==> config.mk <==
export PLATFORM = sky130hd
export DESIGN_NAME = hdlc_deframer
export DESIGN_NICKNAME = d
export VERILOG_FILES = /design/src/rtl/hdlc_dfr_pkg.sv /design/src/rtl/hdlc_dfr_history.sv /design/src/rtl/hdlc_dfr_assembler.sv /design/src/rtl/hdlc_dfr_emitter.sv /design/src/rtl/hdlc_deframer.sv
export SDC_FILE = /design/constraint.sdc
export NUM_CORES = 1
export LEC_CHECK = 0
export BUFFER_PORTS_ARGS = -buffer_cell sky130_fd_sc_hd__buf_2
export CAP_MARGIN = 10
export CORE_MARGIN = 5
export CORE_UTILIZATION = 50
export CTS_BUF_LIST = sky130_fd_sc_hd__clkbuf_16
export DETAILED_ROUTE_END_ITERATION = 8
export PLACE_DENSITY = 0.68
export SLEW_MARGIN = 10
export SYNTH_ARGS = -nofsm -noshare
export SYNTH_HDL_FRONTEND = slang
export SYNTH_HIERARCHICAL = 1
export SYNTH_SLANG_ARGS = --single-unit
==> constraint.sdc <==
create_clock -name clk -period 5.9 [get_ports clk]
set_input_delay 0.295 -clock clk [delete_from_list [all_inputs] [get_ports clk]]
set_output_delay 0.295 -clock clk [all_outputs]
set_load 0.02 [all_outputs]
==> src/rtl/hdlc_dfr_pkg.sv <==
package hdlc_dfr_pkg;

  localparam int BYTE_W = 8;
  localparam int IDX_W  = $clog2(BYTE_W);

  typedef enum logic [2:0] {
    EV_NONE,
    EV_FLAG,
    EV_ABORT,
    EV_IDLE,
    EV_STUFF,
    EV_DATA
  } bit_event_e;

  // mask with the n lowest bits set
  function automatic logic [BYTE_W-1:0] low_ones(input int n);
    logic [BYTE_W-1:0] m;
    m = '0;
    for (int i = 0; i < BYTE_W; i++) begin
      if (i < n) m[i] = 1'b1;
    end
    return m;
  endfunction

  // decision for one bit, in priority order: delimiter, abort, idle, stuffed, data
  function automatic bit_event_e classify_bit(input logic [BYTE_W-1:0] hist,
                                              input logic rx,
                                              input logic [BYTE_W-1:0] flag_code,
                                              input int abort_run,
                                              input int stuff_run);
    logic [BYTE_W-1:0] abort_m;
    logic [BYTE_W-1:0] stuff_m;
    logic [BYTE_W-1:0] stuff_v;
    abort_m = low_ones(abort_run);
    stuff_m = low_ones(stuff_run + 1);
    stuff_v = stuff_m & ~low_ones(1);
    if (hist == flag_code)                 return EV_FLAG;
    else if ((hist & abort_m) == abort_m)  return EV_ABORT;
    else if (!rx)                          return EV_IDLE;
    else if ((hist & stuff_m) == stuff_v)  return EV_STUFF;
    else                                   return EV_DATA;
  endfunction

  function automatic logic needs_escape(input logic [BYTE_W-1:0] b,
                                        input logic [BYTE_W-1:0] flag_code,
                                        input logic [BYTE_W-1:0] abort_code,
                                        input logic [BYTE_W-1:0] esc_code);
    return (b == flag_code) || (b == abort_code) || (b == esc_code);
  endfunction

  // place a new bit at the top of the assembler (LSB-first arrival)
  function automatic logic [BYTE_W-1:0] merge_bit(input logic [BYTE_W-1:0] acc,
                                                  input logic b);
    logic [BYTE_W-1:0] r;
    r = acc;
    if (b) r[BYTE_W-1] = 1'b1;
    return r;
  endfunction

endpackage

==> src/rtl/hdlc_dfr_history.sv <==
module hdlc_dfr_history
  import hdlc_dfr_pkg::*;
(
  input  logic              clk,
  input  logic              rst_n,
  input  logic              shift_en,
  input  logic              bit_in,
  output logic [BYTE_W-1:0] hist_next
);

  logic [BYTE_W-1:0] hist_q;

  assign hist_next = {hist_q[BYTE_W-2:0], bit_in};

  always_ff @(posedge clk or negedge rst_n) begin
    if (!rst_n)        hist_q <= '0;
    else if (shift_en) hist_q <= hist_next;
  end

endmodule

==> src/rtl/hdlc_dfr_assembler.sv <==
module hdlc_dfr_assembler
  import hdlc_dfr_pkg::*;
(
  input  logic              clk,
  input  logic              rst_n,
  input  logic              restart,
  input  logic              take_bit,
  input  logic              bit_in,
  output logic              byte_done,
  output logic [BYTE_W-1:0] byte_out
);

  localparam logic [IDX_W-1:0] LAST_IDX = IDX_W'(BYTE_W - 1);

  logic [BYTE_W-1:0] acc_q;
  logic [IDX_W-1:0]  idx_q;

  assign byte_out  = merge_bit(acc_q, bit_in);
  assign byte_done = take_bit && (idx_q == LAST_IDX);

  always_ff @(posedge clk or negedge rst_n) begin
    if (!rst_n) begin
      acc_q <= '0;
      idx_q <= '0;
    end else if (restart || byte_done) begin
      acc_q <= '0;
      idx_q <= '0;
    end else if (take_bit) begin
      acc_q <= byte_out >> 1;
      idx_q <= idx_q + 1'b1;
    end
  end

endmodule

==> src/rtl/hdlc_dfr_emitter.sv <==
module hdlc_dfr_emitter
  import hdlc_dfr_pkg::*;
#(
  parameter logic [BYTE_W-1:0] FLAG_CODE  = 8'h7E,
  parameter logic [BYTE_W-1:0] ABORT_CODE = 8'h7F,
  parameter logic [BYTE_W-1:0] ESC_CODE   = 8'h1B
) (
  input  logic              clk,
  input  logic              rst_n,
  input  logic              flag_evt,
  input  logic              byte_done,
  input  logic [BYTE_W-1:0] byte_val,
  input  logic              fifo_full,
  output logic              push_valid,
  output logic [BYTE_W-1:0] push_data,
  output logic              push_fail,
  output logic              esc_pending
);

  logic              pend_q;
  logic [BYTE_W-1:0] pend_byte_q;
  logic              esc_needed;
  logic              want;
  logic [BYTE_W-1:0] want_data;

  assign esc_needed = byte_done && needs_escape(byte_val, FLAG_CODE, ABORT_CODE, ESC_CODE);

  always_comb begin
    want      = 1'b0;
    want_data = '0;
    if (pend_q) begin
      want      = 1'b1;
      want_data = pend_byte_q;
    end else if (flag_evt) begin
      want      = 1'b1;
      want_data = FLAG_CODE;
    end else if (byte_done) begin
      want      = 1'b1;
      want_data = esc_needed ? ESC_CODE : byte_val;
    end
  end

  assign push_valid  = want && !fifo_full;
  assign push_fail   = want && fifo_full;
  assign push_data   = want_data;
  assign esc_pending = pend_q;

  always_ff @(posedge clk or negedge rst_n) begin
    if (!rst_n) begin
      pend_q      <= 1'b0;
      pend_byte_q <= '0;
    end else begin
      pend_q <= !pend_q && esc_needed && !fifo_full;
      if (esc_needed) pend_byte_q <= byte_val;
    end
  end

endmodule

==> src/rtl/hdlc_deframer.sv <==
module hdlc_deframer
  import hdlc_dfr_pkg::*;
#(
  parameter logic [BYTE_W-1:0] FLAG_CODE  = 8'h7E,
  parameter logic [BYTE_W-1:0] ABORT_CODE = 8'h7F,
  parameter logic [BYTE_W-1:0] ESC_CODE   = 8'h1B,
  parameter int                ABORT_RUN  = 7,
  parameter int                STUFF_RUN  = 5
) (
  input  logic              clk,
  input  logic              rst_n,
  input  logic              bit_valid,
  input  logic              bit_in,
  input  logic              fifo_full,
  input  logic              ovr_clr,
  output logic              push_valid,
  output logic [BYTE_W-1:0] push_data,
  output logic              receiving,
  output logic              overrun
);

  logic [BYTE_W-1:0] hist_next;
  bit_event_e        ev;
  logic              flag_evt;
  logic              abort_evt;
  logic              take_bit;
  logic              byte_done;
  logic [BYTE_W-1:0] byte_val;
  logic              push_fail;
  logic              esc_pending;
  logic              rx_q;
  logic              ovr_q;

  hdlc_dfr_history u_hist (
    .clk       (clk),
    .rst_n     (rst_n),
    .shift_en  (bit_valid),
    .bit_in    (bit_in),
    .hist_next (hist_next)
  );

  assign ev        = classify_bit(hist_next, rx_q, FLAG_CODE, ABORT_RUN, STUFF_RUN);
  assign flag_evt  = bit_valid && (ev == EV_FLAG);
  assign abort_evt = bit_valid && (ev == EV_ABORT);
  assign take_bit  = bit_valid && (ev == EV_DATA);

  hdlc_dfr_assembler u_asm (
    .clk       (clk),
    .rst_n     (rst_n),
    .restart   (flag_evt),
    .take_bit  (take_bit),
    .bit_in    (bit_in),
    .byte_done (byte_done),
    .byte_out  (byte_val)
  );

  hdlc_dfr_emitter #(
    .FLAG_CODE  (FLAG_CODE),
    .ABORT_CODE (ABORT_CODE),
    .ESC_CODE   (ESC_CODE)
  ) u_emit (
    .clk         (clk),
    .rst_n       (rst_n),
    .flag_evt    (flag_evt),
    .byte_done   (byte_done),
    .byte_val    (byte_val),
    .fifo_full   (fifo_full),
    .push_valid  (push_valid),
    .push_data   (push_data),
    .push_fail   (push_fail),
    .esc_pending (esc_pending)
  );

  always_ff @(posedge clk or negedge rst_n) begin
    if (!rst_n) begin
      rx_q  <= 1'b0;
      ovr_q <= 1'b0;
    end else begin
      if (push_fail)      rx_q <= 1'b0;
      else if (flag_evt)  rx_q <= 1'b1;
      else if (abort_evt) rx_q <= 1'b0;

      if (push_fail)      ovr_q <= 1'b1;
      else if (ovr_clr)   ovr_q <= 1'b0;
    end
  end

  assign receiving = rx_q;
  assign overrun   = ovr_q;

endmodule

# == Yosys cells after proc, flatten, opt, wreduce, memory -nomap -nowiden ==
# Index checks and enable logic that the tools add are counted.
# op_classes
n_addsub,1
eq_ne,10
muxes,21
reduce_logical,17
# ops
operator,count
$mux W8,6
$eq A8 B7 Y1 const B,3
$mux W3,5
$mux W1,10
$logic_and A1 B1 Y1,9
$eq A8 B5 Y1 const B,1
$eq A7 B7 Y1 const B,1
$eq A3 B3 Y1 const B,2
$eq A6 B6 Y1 const B,1
$reduce_bool A2 Y1,2
$add A3 B1 Y3 const B,1
$eq A3 B1 Y1 const B,1
$eq A3 B2 Y1 const B,1
$logic_or A1 B1 Y1,3
$reduce_bool A3 Y1,1
$logic_not A1 Y1,2
# totals
register_bits,29
out_inout_bits,11
wordCells,56

# == Longest topological paths before layout ==
# Gate-level depths: netlist of the first run.
# logic_depth
depth_word,13
mapped_depth,8
depth_no_buf,6

# == Cells and area by module ==
# The synthesis of the first run kept the hierarchy.
# modules_own_cells
module,instances,cells_per_inst,area_each_um2,seq_area_each_um2
hdlc_dfr_emitter,1,53,521.8,225.2
hdlc_dfr_assembler,1,29,429.2,250.2
hdlc_dfr_history,1,16,299.0,175.2
hdlc_deframer,1,16,140.1,50.0

# == Worst setup path before layout of the first run ==
# Ideal clock, no wire load.
# synth_path
path_kind,reg-to-output
startpoint,register u_hist.hist_q[5]
endpoint,output port push_data[0]
t_arrival_ns,2.104
required_ns,5.605
setup_slack_ns,3.501
stages_incl_launch_ff,8
path_buffers,1
path_cell_list,dfrtp_1 > and2b_1 > o311a_2 > and2_2 > nand2_1 > a2111o_1 > buf_6 > o31ai_1
# synth_via
elab_chain_cells,11
word_cells_on_any_way,14
cone_classes,4 x eq/ne; 6 x mux; 4 x reduce/logical
# synth_rtl
element,line,rtl
"start, declared",hdlc_dfr_history.sv:11,logic [BYTE_W-1:0] hist_q;
"start signal, assigned",hdlc_dfr_history.sv:17,else if (shift_en) hist_q <= hist_next;
$eq A7 B7 Y1,hdlc_dfr_pkg.sv:38,else if ((hist & abort_m) == abort_m) return EV_ABORT;
$mux W3,hdlc_dfr_pkg.sv:38,
$mux W3 (*),hdlc_dfr_pkg.sv:37,if (hist == flag_code) return EV_FLAG;
$eq A3 B3 Y1 (*),hdlc_deframer.sv:45,assign take_bit = bit_valid && (ev == EV_DATA);
$logic_and A1 B1 Y1 (*),hdlc_deframer.sv:45,
named net take_bit,hdlc_deframer.sv:26,logic take_bit;
$logic_and A1 B1 Y1 (*),hdlc_dfr_assembler.sv:19,assign byte_done = take_bit && (idx_q == LAST_IDX);
named net byte_done,hdlc_deframer.sv:27,logic byte_done;
$logic_and A1 B1 Y1,hdlc_dfr_emitter.sv:26,"assign esc_needed = byte_done && needs_escape(byte_val, FLAG_CODE, ABORT_CODE, ESC_CODE);"
$mux W8,hdlc_dfr_emitter.sv:39,want_data = esc_needed ? ESC_CODE : byte_val;
$mux W8 (*),hdlc_dfr_emitter.sv:37,end else if (byte_done) begin
$mux W8 (*),hdlc_dfr_emitter.sv:34,end else if (flag_evt) begin
$mux W8 (*),hdlc_dfr_emitter.sv:31,if (pend_q) begin
"end, declared",hdlc_deframer.sv:17,"output logic [BYTE_W-1:0] push_data,"
# Mark *: on every way through the listed nets, which the timed path passes. The rest lies on a longest branch.

# == Worst setup path after layout of the first run ==
# layout_path
startpoint,register u_hist.hist_q[4]
endpoint,output port push_data[5]
# layout_via
word_cells_on_any_way,17
cone_classes,5 x eq/ne; 8 x mux; 4 x reduce/logical
# layout_lines
element,line,rtl
$eq A6 B6 Y1,hdlc_dfr_pkg.sv:40,else if ((hist & stuff_m) == stuff_v) return EV_STUFF;
$mux W1,hdlc_dfr_pkg.sv:40,
$mux W3,hdlc_dfr_pkg.sv:39,else if (!rx) return EV_IDLE;
$mux W3,hdlc_dfr_pkg.sv:38,
$mux W3 (*),hdlc_dfr_pkg.sv:37,
$eq A3 B1 Y1 (*),hdlc_deframer.sv:43,assign flag_evt = bit_valid && (ev == EV_FLAG);
$logic_and A1 B1 Y1 (*),hdlc_deframer.sv:43,
named net flag_evt,hdlc_deframer.sv:24,logic flag_evt;
$mux W8 (*),hdlc_dfr_emitter.sv:34,
$mux W8 (*),hdlc_dfr_emitter.sv:31,
# Marks and branches as above.

==> results.tsv, run 1 <==
stage	metric	value	unit
synth	biggest area consumer among synthesized cells	dfrtp_1	
final_layout	Reg area	701	µm²
synth	average cell area after synthesis	12.2	µm²
clocking	H-tree depth	1	
place	placed cells	155	
synth	Yosys cell types	34	
final_layout	number of diodes	0	
die	Die W	62.7	µm
detailed_routing	Detail Route Antenna Nets	0	
place	Placer Congestion	0.805	
power	P_int	0.397	mW
synth	largest cells by area after synthesis	dfrtp_1, mux2_4, a32o_1	
flow_run	Max Cap Viol	0	
synth	Mapped Nets	122	
min_path	Hold WC Path Type	input pin to asynchronous set/reset pin	
detailed_routing	Vias/cell	5.62	
detailed_routing	drt wl/cell	15.7	µm
clocking	Hold Buf Count CTS	0	
synth	ys flop type	dfrtp_1	
clocking	CTS resizes	0	
global_route	global-route wire length before repair	4230	µm
timing	setup violators final	0	
timing	Tmin final	2.80	ns
die	full die area	3930	µm²
synth	sequential share of the synthesized area	0.504	
final_layout	nets@finish	137	
final_layout	fin cells	159	
clocking	Num CTS Buffers	3	
place	Setup WS pre-CTS	3.25	ns
synth	Yosys warnings	6	
final_layout	final core utilization	0.566	
global_route	total gr overflow	0	
timing	Worst-Margin Slew	0.648	ns
die	Starting Density	0.513	
timing	Highest Clock Rate	0.358	GHz
final_layout	share of cells above drive strength 1	0.320	
detailed_routing	Routed WL	2490	µm
clocking	post-CTS setup buffers	0	
timing	final worst-path cycle share	0.474	
die	# IOs	17	
detailed_routing	Starting DRT DRC Count	53	
global_route	pin count of the biggest net entering global routing	29	
power	total power	0.558	mW
final_layout	Fill cells	232	
place	HPWL after detailed placement	1740	µm
synth	most instantiated cells after synthesis	dfrtp_1, a32o_1, mux2_4, nand2_1	
power	power per cell area	364	nW/µm²
timing	TNS Setup	0	ns
timing	Layout Skew	0.00238	ns
clocking	clk_lat worst skew	0.26	ns
setup_path	startpoint types	flip-flop	
timing	Rel. slew slack	0.566	
setup_path	CP endpoint kind	output pin	
clocking	clock buffer depth	2	
power	combinational power share	0.227	
die	total core area	2710	µm²
die	Rows	19	
final_layout	area grow syn2layout	10.4	%
setup_path	required time worst endpoint	5.61	ns
power	Switch Pwr	0.161	mW
timing	Final Max Tran Viols	0	
timing	final worst setup slack	3.10	ns
synth	EDFF count, synth	0	
timing	Hold Fails Final Rpt	0	
power	Peak VDD IR	0.200	mV
clocking	clock sink count	28	
timing	unrepaired setup endpoints after global routing	false	
final_layout	multi-input logic area	614	µm²
synth	Post-Syn Instances	114	
place	Port-buffer cells	16	
outcome	status	finished, final reports clean	
detailed_routing	Pre-Repair DR Iteration Count	4	
synth	Post-Syn Area	1390	µm²
synth	Synth Register Bits	28	
synth	ys async rst share	1.00	
global_route	vias in the first global route	849	
power	Seq pwr share	0.505	
power	leakage	0.772	nW
power	Clock power frac	0.268	
setup_path	Crit Path Max Fanout	10	
detailed_routing	vias	894	
global_route	Total Routing Usage GR	0.132	
clocking	CTS tree	built	
synth	Synth top area share	0.504	
power	sw frac	0.289	
synth	most common cell in the netlist	dfrtp_1	
setup_path	critical path start-end classification	flip-flop to output pin	
global_route	initial antenna violation count	0	
detailed_routing	Post-route DRC	0	
clocking	Worst-path clk slew	0.06	ns
clocking	Root Buffer	clkbuf_16	
setup_path	CP arrival	2.50	ns
die	die height	62.7	µm
## worst max-delay path, cell delays in order (launching register included)
cell and delay (ns):
dfrtp_1 0.40, nand4_1 0.13, or4_4 0.51, nor2_1 0.52, nor2b_1 0.31, a21o_1 0.11
a31o_2 0.10, buf_2 0.17
## cell families after synthesis
kind of cell / share of synthesized area
AOI/OAI and AO/OA: 0.172
DFF: 0.504
muxes: 0.113
and+or+nand+nor: 0.139
buffers and inverters: 0.0540
adders and majority gates: 0.0180
## routing by layer
metal | global-route usage | routed length [µm] | up-vias
met1 | 0.192 | 1230 | 421
met3 | 0.0234 | 111 | 4
li1 | - | - | 446
met2 | 0.194 | 1110 | 23
met4 | 0.0477 | 39 | 0
met5 | 0 | 0 | -
## power groups by stage
stage / sequential [mW] / clock, mW / combinational (mW)
detailed placement: 0.285 / 0 / 0.127
global placement: 0.283 / 0 / 0.124
global route: 0.290 / 0.165 / 0.138
CTS: 0.282 / 0.154 / 0.128
finish: 0.282 / 0.150 / 0.127
floorplan: 0.276 / 0 / 0.103
## flip-flops by register name (all words and copies together), names as in the netlist
name,cells
receiving,1
overrun,1
u_emit/pend_byte_q,8
u_asm/acc_q,7
u_emit/esc_pending,1
u_asm/idx_q,3
u_hist/hist_q,7
## final timing paths
kind / start / end / slack (ns) / cells past startpoint
min in group clk: fifo_full / u_emit/esc_pending / 0.22 / 2
max reg2reg: u_hist/hist_q[5] / u_emit/pend_byte_q[5] / 3.69 / 6
min: rst_n / u_hist/hist_q[2] / 0.04 / 1
max in group asynchronous: rst_n / u_asm/idx_q[1] / 5.47 / 1
min reg2reg: overrun / overrun / 0.47 / 1
max: u_hist/hist_q[4] / push_data[5] / 3.10 / 7
## placed cells by master (no fill, tap or decap), types with 2 or more instances in the layout
cell type / count
dfrtp_1: 28
buf_2: 16
a32o_1: 10
mux2_4: 9
nand2_1: 8
inv_1: 5
nor2_1: 5
nor2b_1: 4
a21oi_1: 4
a21o_1: 3
clkbuf_16: 3
o21ai_0: 3
or2b_1: 3
nand3_1: 2
and2_2: 2
ha_1: 2
a31o_2: 2
nor3_1: 2
mux2_2: 2
## metrics by stage
stage | hold WS (ns) | area [µm²]
2_1_floorplan | -0.000591 | 1390
3_3_place_gp | 0.329 | 1460
3_5_place_dp | 0.333 | 1460
4_1_cts | 0.0606 | 1540
5_1_grt | 0.0864 | 1540
6_report | 0.0418 | 1540
## cell type report
cell class                      count  share of cell area
Multi-Input combinational cell     74               0.400
Sequential cell                    28               0.456
Timing Repair Buffer               16              0.0522
Clock inverter                      1             0.00244
Inverter                            6              0.0147
Clock buffer                        3              0.0489
Tap cell                           31              0.0253
No activity file was read; power rests on OpenSTA's default activity.
==> run 2, diff against run 1 <==
ABC_AREA = 1   (was unset)
clock period = 2.58 ns   (was 5.9 ns; I/O delays follow)
==> results.tsv, run 2 <==
stage	metric	value	unit
synth	Synth Register Bits	28	
final_layout	most common cell after layout, fill and taps aside	nand2_1	
setup_path	CP endpoint kind	output pin	
clocking	clock sink count	28	
clocking	Root Buffer	clkbuf_16	
setup_path	required time worst endpoint	2.45	ns
die	die height	64.4	µm
min_path	hold path start	ovr_clr	
detailed_routing	WL met1	1390	µm
detailed_routing	Post-route DRC	0	
setup_path	CP arrival	2.13	ns
timing	Highest Clock Rate	0.442	GHz
detailed_routing	drt wl/cell	12.3	µm
global_route	Total Routing Usage GR	0.151	
clocking	clock buffer depth	2	
timing	Layout Skew	0.00498	ns
setup_path	R2R Path Start	u_hist/hist_q[0]	
synth	average cell area after synthesis	8.16	µm²
setup_path	Worst Reg-to-Reg Cells	11	
setup_path	crit path max-delay cell type	dfrtp_1	
place	HPWL after detailed placement	2070	µm
die	full die area	4140	µm²
setup_path	flop2flop setup slack	0.69	ns
synth	ys flop type	dfrtp_1	
synth	most common cell in the netlist	nand2_1	
power	sw frac	0.218	
global_route	pin count of the biggest net entering global routing	29	
min_path	hold path endpoint	overrun	
timing	Worst-Margin Slew	0.608	ns
setup_path	startpoint types	flip-flop	
timing	Tmin final	2.26	ns
final_layout	Reg with most FFs	u_emit/pend_byte_q	
final_layout	nets@finish	206	
setup_path	crit-path max cell delay	0.41	ns
final_layout	area grow syn2layout	11.3	%
power	Clock power frac	0.398	
clocking	post-CTS setup buffers	0	
final_layout	commonest cells after routing, fill and taps aside	nand2_1, dfrtp_1, inv_1, buf_2, nor2_1	
synth	most instantiated cells after synthesis	nand2_1, dfrtp_1, inv_1, nor2_1, a21oi_2	
clocking	CTS tree	built	
timing	Rel. slew slack	0.595	
synth	biggest area consumer among synthesized cells	dfrtp_1	
timing	Hold Fails Final Rpt	0	
global_route	initial antenna violation count	0	
power	Seq pwr share	0.544	
timing	Final Max Tran Viols	0	
detailed_routing	Pre-Repair DR Iteration Count	4	
synth	largest cells by area after synthesis	dfrtp_1, nand2_1, a21oi_2	
min_path	Worst Hold Depth	2	
power	total power	0.872	mW
clocking	Worst-path clk slew	0.07	ns
die	# IOs	17	
flow_run	Max Cap Viol	0	
power	power per cell area	530	nW/µm²
timing	unrepaired setup endpoints after global routing	false	
synth	Post-Syn Area	1480	µm²
synth	Yosys warnings	6	
setup_path	critical path start-end classification	flip-flop to output pin	
setup_path	Crit Path Max Fanout	13	
min_path	Hold WC Path Type	input pin to flip-flop	
outcome	status	finished, final reports clean	
clocking	clk_lat worst skew	0.26	ns
detailed_routing	Routed WL	2800	µm
final_layout	number of flip-flops in the largest register	8	
setup_path	CP Buf/Inv Count	2	
timing	WHS	0.0560	ns
setup_path	capturing point of the worst reg2reg path	u_emit/pend_byte_q[2]	
power	combinational power share	0.059	
die	Rows	19	
timing	TNS Setup	0	ns
setup_path	most used cell, CP	nand2_1	
synth	EDFF count, synth	0	
detailed_routing	Met3 Routed Length	99	µm
synth	Synth top area share	0.474	
global_route	total gr overflow	0	
timing	final worst-path cycle share	0.877	
setup_path	Levels on crit path	12	
detailed_routing	Vias/cell	5.04	
final_layout	number of diodes	0	
die	Starting Density	0.527	
final_layout	fin cells	228	
power	P_int	0.682	mW
synth	Post-Syn Instances	181	
final_layout	Largest regs	u_emit/pend_byte_q (8), u_asm/acc_q (7), u_hist/hist_q (7)	
die	total core area	2810	µm²
die	Die W	64.4	µm
power	leakage	0.859	nW
setup_path	CP Cell Sequence	nand3_2, nor3_1, nor3_2, nand2_1, inv_2, nand3_2, nor2_2, nand3_4, nand2_1, nand2_1, nand2_1, buf_2	
power	Peak VDD IR	0.367	mV
place	Placer Congestion	0.787	
detailed_routing	Starting DRT DRC Count	32	
synth	sequential share of the synthesized area	0.474	
detailed_routing	Detail Route Antenna Nets	0	
final_layout	share of cells above drive strength 1	0.228	
detailed_routing	top routing layer in use	met4	
synth	Yosys cell types	23	
synth	ys async rst share	1.00	
detailed_routing	vias	1148	
setup_path	Crit. Startpoint	u_hist/hist_q[0]	
clocking	Num CTS Buffers	3	
place	placed cells	223	
clocking	H-tree depth	1	
timing	setup violators final	0	
setup_path	Top delay family on crit path	simple AND/OR/NAND/NOR gates	
global_route	global-route wire length before repair	5070	µm
global_route	vias in the first global route	1180	
power	Switch Pwr	0.190	mW
detailed_routing	DR WL met2	1280	µm
synth	Mapped Nets	189	
place	Port-buffer cells	16	
[run 2: cell types whose count changed in the layout (fill, tap and decap cells not counted), moves of 3 or more]
cell and delta:
inv_1 +16, nand2_1 +60, mux2_4 -9, a21oi_2 +10, or2b_1 -3, nand3_1 +3
a32o_1 -10, a21o_1 -3, nor2_1 +7, nor2b_1 -4, nand3_2 +3, o22ai_1 +3
[run 2: what timing repair did]
item                                    4_1_cts  5_1_grt
resized for setup                             0        3
hold buffers                                  1        0
endpoints found under the hold margin        28        0
endpoints found under the setup margin        0        3
[run 2: cell families after synthesis]
group                      share of synthesized area
adders and majority gates                     0.0169
AOI/OAI and AO/OA                              0.111
buffers and inverters                          0.102
and+or+nand+nor                                0.296
DFF                                            0.474
[run 2: final cells by class]
type,instances,area (µm²)
clock buffer,3,75.1
clock inverter,1,3.75
fill,252,1160
inverter,24,90.1
multi-input combinational,123,639
sequential,28,701
tap,31,38.8
timing repair buffer,18,97.6
[run 2: worst max-delay path by stage]
stage / slack [ns] / to
6_report: 0.32 / push_data[0]
3_3_place_gp: 0.51 / push_data[0]
2_1_floorplan: 0.63 / push_data[5]
4_1_cts: 0.08 / push_data[0]
3_5_place_dp: 0.44 / push_data[0]
5_1_grt: 0.09 / push_data[0]
[run 2: routing by layer]
layer	up-vias	global-route usage
met5	-	0
li1	597	-
met4	0	0.0422
met2	18	0.254
met3	4	0.0193
met1	529	0.205
[run 2: through the flow]
stage,util,cell area (µm²),worst slack (ns)
floorplan,-,1480,0.634
CTS,0.582,1630,0.0829
finish,0.587,1650,0.316
global route,0.587,1650,0.0942
detailed placement,0.550,1540,0.440
global placement,0.550,1540,0.506
[run 2: power groups by stage]
stage               sequential, mW  combinational, mW  clock (mW)
finish                       0.474             0.0512       0.347
CTS                          0.474             0.0524       0.355
floorplan                    0.479             0.0335           0
global placement             0.482             0.0478           0
global route                 0.477             0.0602       0.378
detailed placement           0.483             0.0510           0
